==> config.mk <==
export PLATFORM = sky130hd
export DESIGN_NAME = cpbus_bank_decoder
export DESIGN_NICKNAME = d
export VERILOG_FILES = /design/src/rtl/cobd_pkg.sv /design/src/rtl/cobd_region_decode.sv /design/src/rtl/cobd_offset_mask.sv /design/src/rtl/cobd_open_bus.sv /design/src/rtl/cpbus_bank_decoder.sv
export SDC_FILE = /design/constraint.sdc
export NUM_CORES = 1
export LEC_CHECK = 0
export ABC_AREA = 1
export BUFFER_PORTS_ARGS = -buffer_cell sky130_fd_sc_hd__buf_2
export CAP_MARGIN = 5
export CORE_MARGIN = 10
export CORE_UTILIZATION = 45
export DETAILED_ROUTE_END_ITERATION = 12
export GPL_TIMING_DRIVEN = 0
export PLACE_DENSITY = 0.77
export SLEW_MARGIN = 20
export SYNTH_ARGS = -nofsm -noshare
export SYNTH_HDL_FRONTEND = slang
export SYNTH_SLANG_ARGS = --single-unit
==> constraint.sdc <==
create_clock -name clk -period 1.31 [get_ports clk]
set_input_delay 0.262 -clock clk [delete_from_list [all_inputs] [get_ports clk]]
set_output_delay 0.262 -clock clk [all_outputs]
set_load 0.1 [all_outputs]
==> src/rtl/cobd_pkg.sv <==
package cobd_pkg;
  typedef enum logic [2:0] {
    TGT_IRAM = 3'd0,
    TGT_REGS = 3'd1,
    TGT_BRAM = 3'd2,
    TGT_PIX  = 3'd3,
    TGT_ROM  = 3'd4,
    TGT_NONE = 3'd5
  } cobd_tgt_e;

  localparam int NUM_TGT  = 6;
  localparam int TBL_SIZE = 8;
  localparam int ADDR_W   = 24;
endpackage

==> src/rtl/cobd_region_decode.sv <==
module cobd_region_decode
  import cobd_pkg::*;
(
  input  logic [7:0]        bank,
  input  logic [15:0]       offs,
  input  logic              side_mode,
  output cobd_tgt_e         tgt,
  output logic [ADDR_W-1:0] lin
);
  logic sys_bank;
  logic in_iram, in_regs, in_bram_lo, in_rom_lo;

  // 0x00-0x3F and 0x80-0xBF share one layout (bit 6 clear)
  assign sys_bank   = ~bank[6];
  assign in_rom_lo  = offs[15];
  assign in_bram_lo = (offs[15:13] == 3'b011);
  assign in_iram    = (offs[15:11] == 5'b00000) || (offs[15:11] == 5'b00110);
  assign in_regs    = (offs[15:9] == 7'b0010001);

  always_comb begin
    tgt = TGT_NONE;
    lin = '0;
    if (sys_bank) begin
      if (in_rom_lo) begin
        tgt = TGT_ROM;
        lin = {3'b0, bank[5:0], offs[14:0]};
      end else if (in_bram_lo) begin
        tgt = TGT_BRAM;
        lin = {5'b0, bank[5:0], offs[12:0]};
      end else if (in_iram) begin
        tgt = TGT_IRAM;
        lin = {13'b0, offs[10:0]};
      end else if (in_regs && !side_mode) begin
        tgt = TGT_REGS;
        lin = {15'b0, offs[8:0]};
      end
    end else if (bank[7:4] == 4'h4) begin
      tgt = TGT_BRAM;
      lin = {4'b0, bank[3:0], offs};
    end else if (bank[7:4] == 4'h6 && !side_mode) begin
      tgt = TGT_PIX;
      lin = {4'b0, bank[3:0], offs};
    end else if (bank[7:6] == 2'b11) begin
      tgt = TGT_ROM;
      lin = {2'b0, bank[5:0], offs};
    end
  end
endmodule

==> src/rtl/cobd_offset_mask.sv <==
module cobd_offset_mask
  import cobd_pkg::*;
#(
  parameter int IRAM_AW = 11,
  parameter int REGS_AW = 9,
  parameter int BRAM_AW = 18,
  parameter int PIX_AW  = 20,
  parameter int ROM_AW  = 22
) (
  input  cobd_tgt_e         tgt,
  input  logic [ADDR_W-1:0] lin,
  output logic [ADDR_W-1:0] off
);
  logic [ADDR_W-1:0] mask_tbl [TBL_SIZE];

  for (genvar g = 0; g < TBL_SIZE; g++) begin : g_mask
    localparam int AW = (g == 0) ? IRAM_AW :
                        (g == 1) ? REGS_AW :
                        (g == 2) ? BRAM_AW :
                        (g == 3) ? PIX_AW  :
                        (g == 4) ? ROM_AW  : 0;
    localparam logic [63:0] FULL = (64'd1 << AW) - 64'd1;
    assign mask_tbl[g] = FULL[ADDR_W-1:0];
  end

  assign off = lin & mask_tbl[tgt];
endmodule

==> src/rtl/cobd_open_bus.sv <==
module cobd_open_bus (
  input  logic       clk,
  input  logic       rst,
  input  logic       upd,
  input  logic [7:0] din,
  output logic [7:0] q
);
  always_ff @(posedge clk) begin
    if (rst)      q <= 8'h00;
    else if (upd) q <= din;
  end
endmodule

==> src/rtl/cpbus_bank_decoder.sv <==
module cpbus_bank_decoder
  import cobd_pkg::*;
#(
  parameter int IRAM_AW = 11,
  parameter int REGS_AW = 9,
  parameter int BRAM_AW = 18,
  parameter int PIX_AW  = 20,
  parameter int ROM_AW  = 22
) (
  input  logic               clk,
  input  logic               rst,
  input  logic               req_valid,
  input  logic [ADDR_W-1:0]  req_addr,
  input  logic               req_write,
  input  logic [7:0]         req_wdata,
  input  logic               side_mode,
  input  logic [7:0]         mem_rdata,
  output logic               rsp_valid,
  output logic [NUM_TGT-1:0] rsp_sel,
  output logic [ADDR_W-1:0]  rsp_off,
  output logic               rsp_we,
  output logic [7:0]         rsp_wdata,
  output logic [7:0]         rsp_rdata
);
  cobd_tgt_e          tgt_d;
  logic [ADDR_W-1:0]  lin_d, off_d;
  logic [NUM_TGT-1:0] sel_d;
  logic               rsp_wr_q;
  logic [7:0]         ob_q, ob_din;

  cobd_region_decode u_dec (
    .bank      (req_addr[23:16]),
    .offs      (req_addr[15:0]),
    .side_mode (side_mode),
    .tgt       (tgt_d),
    .lin       (lin_d)
  );

  cobd_offset_mask #(
    .IRAM_AW(IRAM_AW), .REGS_AW(REGS_AW), .BRAM_AW(BRAM_AW),
    .PIX_AW(PIX_AW), .ROM_AW(ROM_AW)
  ) u_mask (
    .tgt (tgt_d),
    .lin (lin_d),
    .off (off_d)
  );

  for (genvar g = 0; g < NUM_TGT; g++) begin : g_sel
    assign sel_d[g] = (tgt_d == cobd_tgt_e'(g));
  end

  always_ff @(posedge clk) begin
    if (rst) begin
      rsp_valid <= 1'b0;
      rsp_sel   <= '0;
      rsp_off   <= '0;
      rsp_we    <= 1'b0;
      rsp_wr_q  <= 1'b0;
      rsp_wdata <= 8'h00;
    end else begin
      rsp_valid <= req_valid;
      if (req_valid) begin
        rsp_sel   <= sel_d;
        rsp_off   <= off_d;
        rsp_we    <= req_write && (tgt_d != TGT_NONE);
        rsp_wr_q  <= req_write;
        rsp_wdata <= req_wdata;
      end else begin
        rsp_sel   <= '0;
        rsp_we    <= 1'b0;
        rsp_wr_q  <= 1'b0;
      end
    end
  end

  assign rsp_rdata = rsp_sel[TGT_NONE] ? ob_q : mem_rdata;
  assign ob_din    = rsp_wr_q ? rsp_wdata : rsp_rdata;

  cobd_open_bus u_ob (
    .clk (clk),
    .rst (rst),
    .upd (rsp_valid),
    .din (ob_din),
    .q   (ob_q)
  );
endmodule

After elaboration in Yosys (flattened, before gate mapping):

Memories as Yosys holds them, arrays and structs flattened.
Cells that the tools add are included.

* bits in registers: 49
* ROM bits: 192
* input port bits: 45
* logic and storage cells: 52
* memories: 1

* order comparisons: 1
* equal/unequal tests: 12
* mux-type cells: 20
* bitwise logic cells: 3
* reduce and logical (&&, ||, !) cells: 8

Memories
* (no name shown): words 8, width 24, read ports 1, clocked after Yosys merged registers in 0, write ports 0, RTL line cobd_offset_mask.sv:26 `assign off = lin & mask_tbl[tgt];`

Operators with widths (count)
* 2-to-1 mux 24 bit: 8
* bitwise AND 24 bit: 1
* 2-to-1 mux 22 bit: 1
* 2-to-1 mux 3 bit: 7
* 2-to-1 mux 8 bit: 2
* equality test 3 x 2 -> 1 bit (second input constant): 3
* 2-to-1 mux 9 bit: 1
* equality test 4 x 3 -> 1 bit (second input constant): 2
* equality test 7 x 5 -> 1 bit (second input constant): 1
* equality test 3 bit (second input constant): 2
* equality test 5 x 3 -> 1 bit (second input constant): 1
* logical NOT 5 bit: 1
* >= comparator 4 bit (second input constant): 1
* inverter 3 -> 4 bit: 1
* equality test 3 x 1 -> 1 bit (second input constant): 1
* logical AND 1 bit: 3
* logical NOT 3 bit: 1
* != test 3 bit (second input constant): 1
* equality test 2 bit (second input constant): 1
* OR reduction 2 bit: 1
* logical NOT 1 bit: 1
* logical OR 1 bit: 1
* 2-to-1 mux 1 bit: 1
* inverter 1 bit: 1

Logic depth before layout (Yosys ltp):

* depth after elaboration: 12
* gate-level depth with buffers: 10
* mapped depth without buffers: 10

Cells and area by module:

A second synthesis with hierarchy kept.

* cells, all modules: 466
* area, all modules: 2822.7 um^2

Modules (own cells, without submodules)
* cpbus_bank_decoder: instances 1, cells each 237, area each 1657.8 um^2, seq. area each 820.8 um^2
* cobd_region_decode: instances 1, cells each 128, area each 579.3 um^2, seq. area each 0.0 um^2
* cobd_open_bus: instances 1, cells each 51, area each 341.6 um^2, seq. area each 160.2 um^2
* cobd_offset_mask: instances 1, cells each 50, area each 244.0 um^2, seq. area each 0.0 um^2

Least setup slack after synthesis:

Ideal clock, no wire load.

* path type: reg-to-reg
* from: register rsp_sel[5]
* to: register u_ob.q[0]
* library setup time: 0.133 ns
* data arrival time: 2.011 ns
* data required time: 1.177 ns
* path slack: -0.835 ns
* stages on the path, launching flop included: 5
* path buffers: 1
* path through: dfxtp_1 -> buf_2 -> mux2_2 -> nand2_1 -> a31oi_1

* word-level cells in the longest chain between the ends: 2

RTL lines
* start: declaration: RTL line cpbus_bank_decoder.sv:19 `output logic [NUM_TGT-1:0] rsp_sel,`
* start signal: assignment: RTL line cpbus_bank_decoder.sv:63 `rsp_sel <= sel_d;`
* 2-to-1 mux 8 bit: RTL line cpbus_bank_decoder.sv:76 `assign rsp_rdata = rsp_sel[TGT_NONE] ? ob_q : mem_rdata;`
* via rsp_rdata[0]: RTL line cpbus_bank_decoder.sv:23 `output logic [7:0] rsp_rdata`
* 2-to-1 mux 8 bit: RTL line cpbus_bank_decoder.sv:77 `assign ob_din = rsp_wr_q ? rsp_wdata : rsp_rdata;`
* end signal: assignment: RTL line cobd_open_bus.sv:10 `else if (upd) q <= din;`
* end: declaration: RTL line cobd_open_bus.sv:6 `output logic [7:0] q`

The timed path passes the listed nets, and every way through them passes these cells.
A chain may end at the register's enable or synchronous reset.

Worst setup path after layout:

* from: register rsp_sel[5]
* to: output rsp_rdata[4]

* word-level cells in the longest chain between the ends: 1

RTL lines (RTL line)
* 2-to-1 mux 8 bit: cpbus_bank_decoder.sv:76
* end: declaration: cpbus_bank_decoder.sv:23

No other way between the ends.

==> results.md <==
Cells and area:
- The number of nets at the end of the flow is 417.
- The multi-input combinational cells in the finished layout cover a total of roughly 0.0011 mm2.
- After the flow finishes, the layout carries non-filler instances totaling approximately 430.
- The final instance area is 0.00299 mm2.
- Across the whole layout, storage elements account for ~950 um2.
- 0 antenna diodes ended up in the layout.
- Of the cells placed in the final design, the portion with a size suffix greater than 1 is 0.338.
- The layout filler cell count is about 380.
- The utilization after layout is 0.674.
- The area added between synthesis and finish is 41.3%.

STA:
- The worst setup margin is -236 ps.
- The clock period minus final worst setup slack is 1550 ps.
- The post-route clock skew is about 3.7 ps.
- The number of endpoints with negative hold slack in the final report came to 0.
- Setup violations remaining at the end of the flow were counted as 9.
- In the finished design, the share of the clock period the worst path needs comes to 1.18.
- The number of max-slew violations in the final report is 0.
- Static timing analysis puts the maximum clock frequency at ~0.65 GHz.
- Setup repair after global routing could not meet its margin everywhere.

Logic synthesis:
- The number of synthesis warnings is 0.
- In this run, synthesis produced a sequential element count of 47.
- The cell type contributing the most total cell area after synthesis is dfxtp_1.
- The count of distinct cell types in the synthesized netlist is 31.
- Each instance of the synthesized netlist takes up on average 7.74 um2.
- The post-synthesis instance area is approximately 0.0021 mm2.
- Ranked by total cell area, the synthesized netlist is headed by dfxtp_1, nand2_1, mux2_2, inv_1, o21ai_0.
- The post-synthesis instance total is 274.
- The sequential fraction of the synthesis area is 0.444.
- The portion of synthesized cell area occupied by the leading cell type is 0.444.

Critical path:
- The endpoint required time on the critical path is approximately 1100 ps.
- The critical path goes through buf_12, mux2_4, buf_12.
- The number of cells on the worst reg-to-reg path is 5.
- The critical path is of the reg2out type.
- The worst setup path is launched from a flop.
- In this design, the largest share of critical-path delay is due to flip-flops.
- At the worst endpoint, the arrival time is ~1300 ps.
- For this design, the slowest cell found on the critical path is dfxtp_4.
- The depth of the critical timing path with buffers and inverters included is 3.
- The largest single stage delay on the critical path is 360 ps.
- Counting both buffers and inverters, the worst setup path holds a total of 2.
- The top fanout value on the critical path is 8.
- The critical path's most frequent cell is buf_12.
- STA classifies the critical path endpoint as a primary output.

Clocking:
- The sink count of the clock tree is 47.
- The maximum clock path buffer count is 2.
- The CTS tree is yes.
- For this design, the CTS-stage hold fixing added 0 buffers.
- The number of levels the H-tree was split into is 2.
- The number of clock buffers added by TritonCTS is 5.
- The later pin in the worst-skew pair is clocked with a latency of about 300 ps.
- Clock-pin slew was measured on the worst setup and hold paths at roughly 80 ps.
- The buffer cell driving the clock tree root is clkbuf_8.

GRT:
- After global routing, the most crowded layer is met2.
- The global routing usage on met1 is 0.205.
- The met3 layer usage reported by global route is 0.0772.
- The wire length of the first global-routing pass is 10.7 mm.
- The initial antenna violation count is 0.
- The aggregate global-route resource usage is 0.168.
- The number of global-route vias before repair is roughly 2200.
- For this run the aggregate overflow at the end of global routing stands at 0.
- The pin count of the biggest net entering global routing is 15.
- For met2 alone, demand over resource in global routing was 0.260.

Die:
- The number of top-level pins is between 90 and 100.
- The floorplan step defined a die boundary enclosing a little under 0.008 mm2.
- Row generation in the floorplan step produced 24 rows.
- The initial utilization of the core area, before any placement, comes to 0.477.
- The horizontal die dimension is 88.6 um.
- The y dimension of the die is between 80 and 90 um.
- The area of the core is about 0.0044 mm2.

Place:
- The pre-CTS setup slack is -79.9 ps.
- After legalization and detailed placement, the total HPWL measured 4.84 mm.
- The count of buffers added on input and output ports is just under 90.
- At the end of routability-driven placement, the weighted congestion stood at between 0.9 and 1.
- The number of cells in the design after placement is ~420.
- The cell area reported after detailed placement is around 0.0027 mm2.

Drt:
- The via count of the routed design is between 2000 and 2500.
- The first detailed-routing pass took 4 iterations.
- The count of unresolved DRC violations after routing is 0.
- The wire length reported by the detailed router is ~6.4 mm.
- The count of nets left with antenna violations once routing finished came out at 0.
- For this block, the initial DRC count from the detailed router was between 100 and 150.
- The post-detailed-route via-to-cell ratio is between 5 and 6.
- Dividing the detail-routed wire length by the instance count gives between 10 and 15 um.

Status:
- The flow ran to the end, but the final reports show violations.
- The final reports fail on setup timing.

Worst hold path:
- The class of the tightest hold or removal check is in2reg.
- The worst hold path was traced through 2 stages.

Power and ir drop:
- For this design the ratio of total power to cell area is between 1000 and 1500 mW/mm2.
- The static leakage power is roughly 0.0015 uW.
- IR analysis of the VDD net gives a maximum drop of ~0.00065 V.

Job:
- Max-cap violations in this run came to 0.
## cell usage in the layout (no fill, tap or decap), types with 2 or more instances in the layout
cell type / synthesis / layout
a21oi_1: 13 / 13
a22o_1: 8 / 8
a31oi_1: 8 / 8
a32o_1: 2 / 2
buf_12: 0 / 9
buf_2: 1 / 46
buf_4: 5 / 38
clkbuf_1: 7 / 8
clkbuf_4: 0 / 3
clkbuf_8: 0 / 6
conb_1: 1 / 2
dfxtp_1: 47 / 45
inv_1: 20 / 20
inv_2: 2 / 2
mux2_4: 0 / 8
nand2_1: 82 / 82
nand2_2: 4 / 4
nand3_1: 11 / 11
nand3b_1: 9 / 9
nand4_1: 6 / 6
nor2_1: 11 / 11
nor2_4: 2 / 2
o211ai_1: 2 / 2
o21ai_0: 15 / 15
## final timing paths
path / endpoint / slack, ps / from
setup / recovery: rsp_rdata[4] / -240 / rsp_sel[5]$_SDFF_PP0_
hold / removal: rsp_wdata[1]$_SDFFE_PP0P_ / 170 / req_wdata[1]
setup reg to reg: u_ob.q[4]$_SDFFE_PP0P_ / 120 / rsp_sel[5]$_SDFF_PP0_
hold reg to reg: rsp_off[15]$_SDFFE_PP0P_ / 460 / rsp_off[15]$_SDFFE_PP0P_
## per-stage QoR
stage	hold slack [ps]	total power, uW	setup TNS (ps)
2_1_floorplan	378	2410	-1760
3_3_place_gp	433	2620	-623
3_5_place_dp	434	2630	-792
4_1_cts	156	3650	-2040
5_1_grt	161	3780	-2280
6_report	169	3620	-1880
## cells by family after synthesis
logic type / share of synthesized area
compound gates: 0.150
buf+inv: 0.0744
flops: 0.444
mux: 0.0425
other cells: 0.00177
simple gates: 0.287
## state kept, by name, summed over array words and instances (netlist names)
register,cells
rsp_off,22
rsp_sel,6
rsp_valid,1
rsp_wdata,8
rsp_we,1
rsp_wr_q,1
u_ob.q,8
## metal layers
metal | vias to the layer above | share of wire
met2 | 88 | 0.44
met5 | - | 0
met1 | 997 | 0.44
met4 | 0 | 0.011
met3 | 8 | 0.11
li1 | 1108 | -
## where the power goes
group | internal [uW] | total [uW] | switching [uW] | leakage, uW
clock network | 433 | 910 | 477 | 0.0000484
logic | 319 | 1160 | 844 | 0.00105
registers | 1500 | 1540 | 43.3 | 0.000386
total | 2250 | 3620 | 1360 | 0.00148
## layout make-up
class / instances / area share
clock inverter: 1 / 0.00293
clock buffer: 7 / 0.0288
sequential: 47 / 0.316
inverter: 23 / 0.0297
buffer: 13 / 0.0280
timing repair buffer: 90 / 0.221
tap: 52 / 0.0217
multi-input combinational: 192 / 0.352
## synthesized netlist by cell type
library cell / instances
a22o_1: 8
o221ai_1: 1
nand3_1: 11
mux2_2: 8
nor3_2: 1
o21ai_0: 15
nand3b_1: 9
clkbuf_1: 7
o22ai_1: 1
buf_2: 1
a31oi_1: 8
a21oi_1: 13
a32o_1: 2
nand3_2: 1
inv_2: 2
nand2_1: 82
nand4_2: 1
nor2_4: 2
nand4_1: 6
nor2_2: 1
nor3b_1: 1
nand2_2: 4
inv_1: 20
conb_1: 1
buf_4: 5
or2_1: 1
o211ai_1: 2
dfxtp_1: 47
o31ai_1: 1
nor2_1: 11
inv_4: 1
## timing repair
| item | in CTS | in global routing |
|---|---|---|
| endpoints found under the setup margin | 41 | 12 |
| buffers inserted | 1 | 0 |
| pin swaps | 0 | 0 |
| gates resized for setup | 64 | 4 |
(Power assumes the default switching activity.)
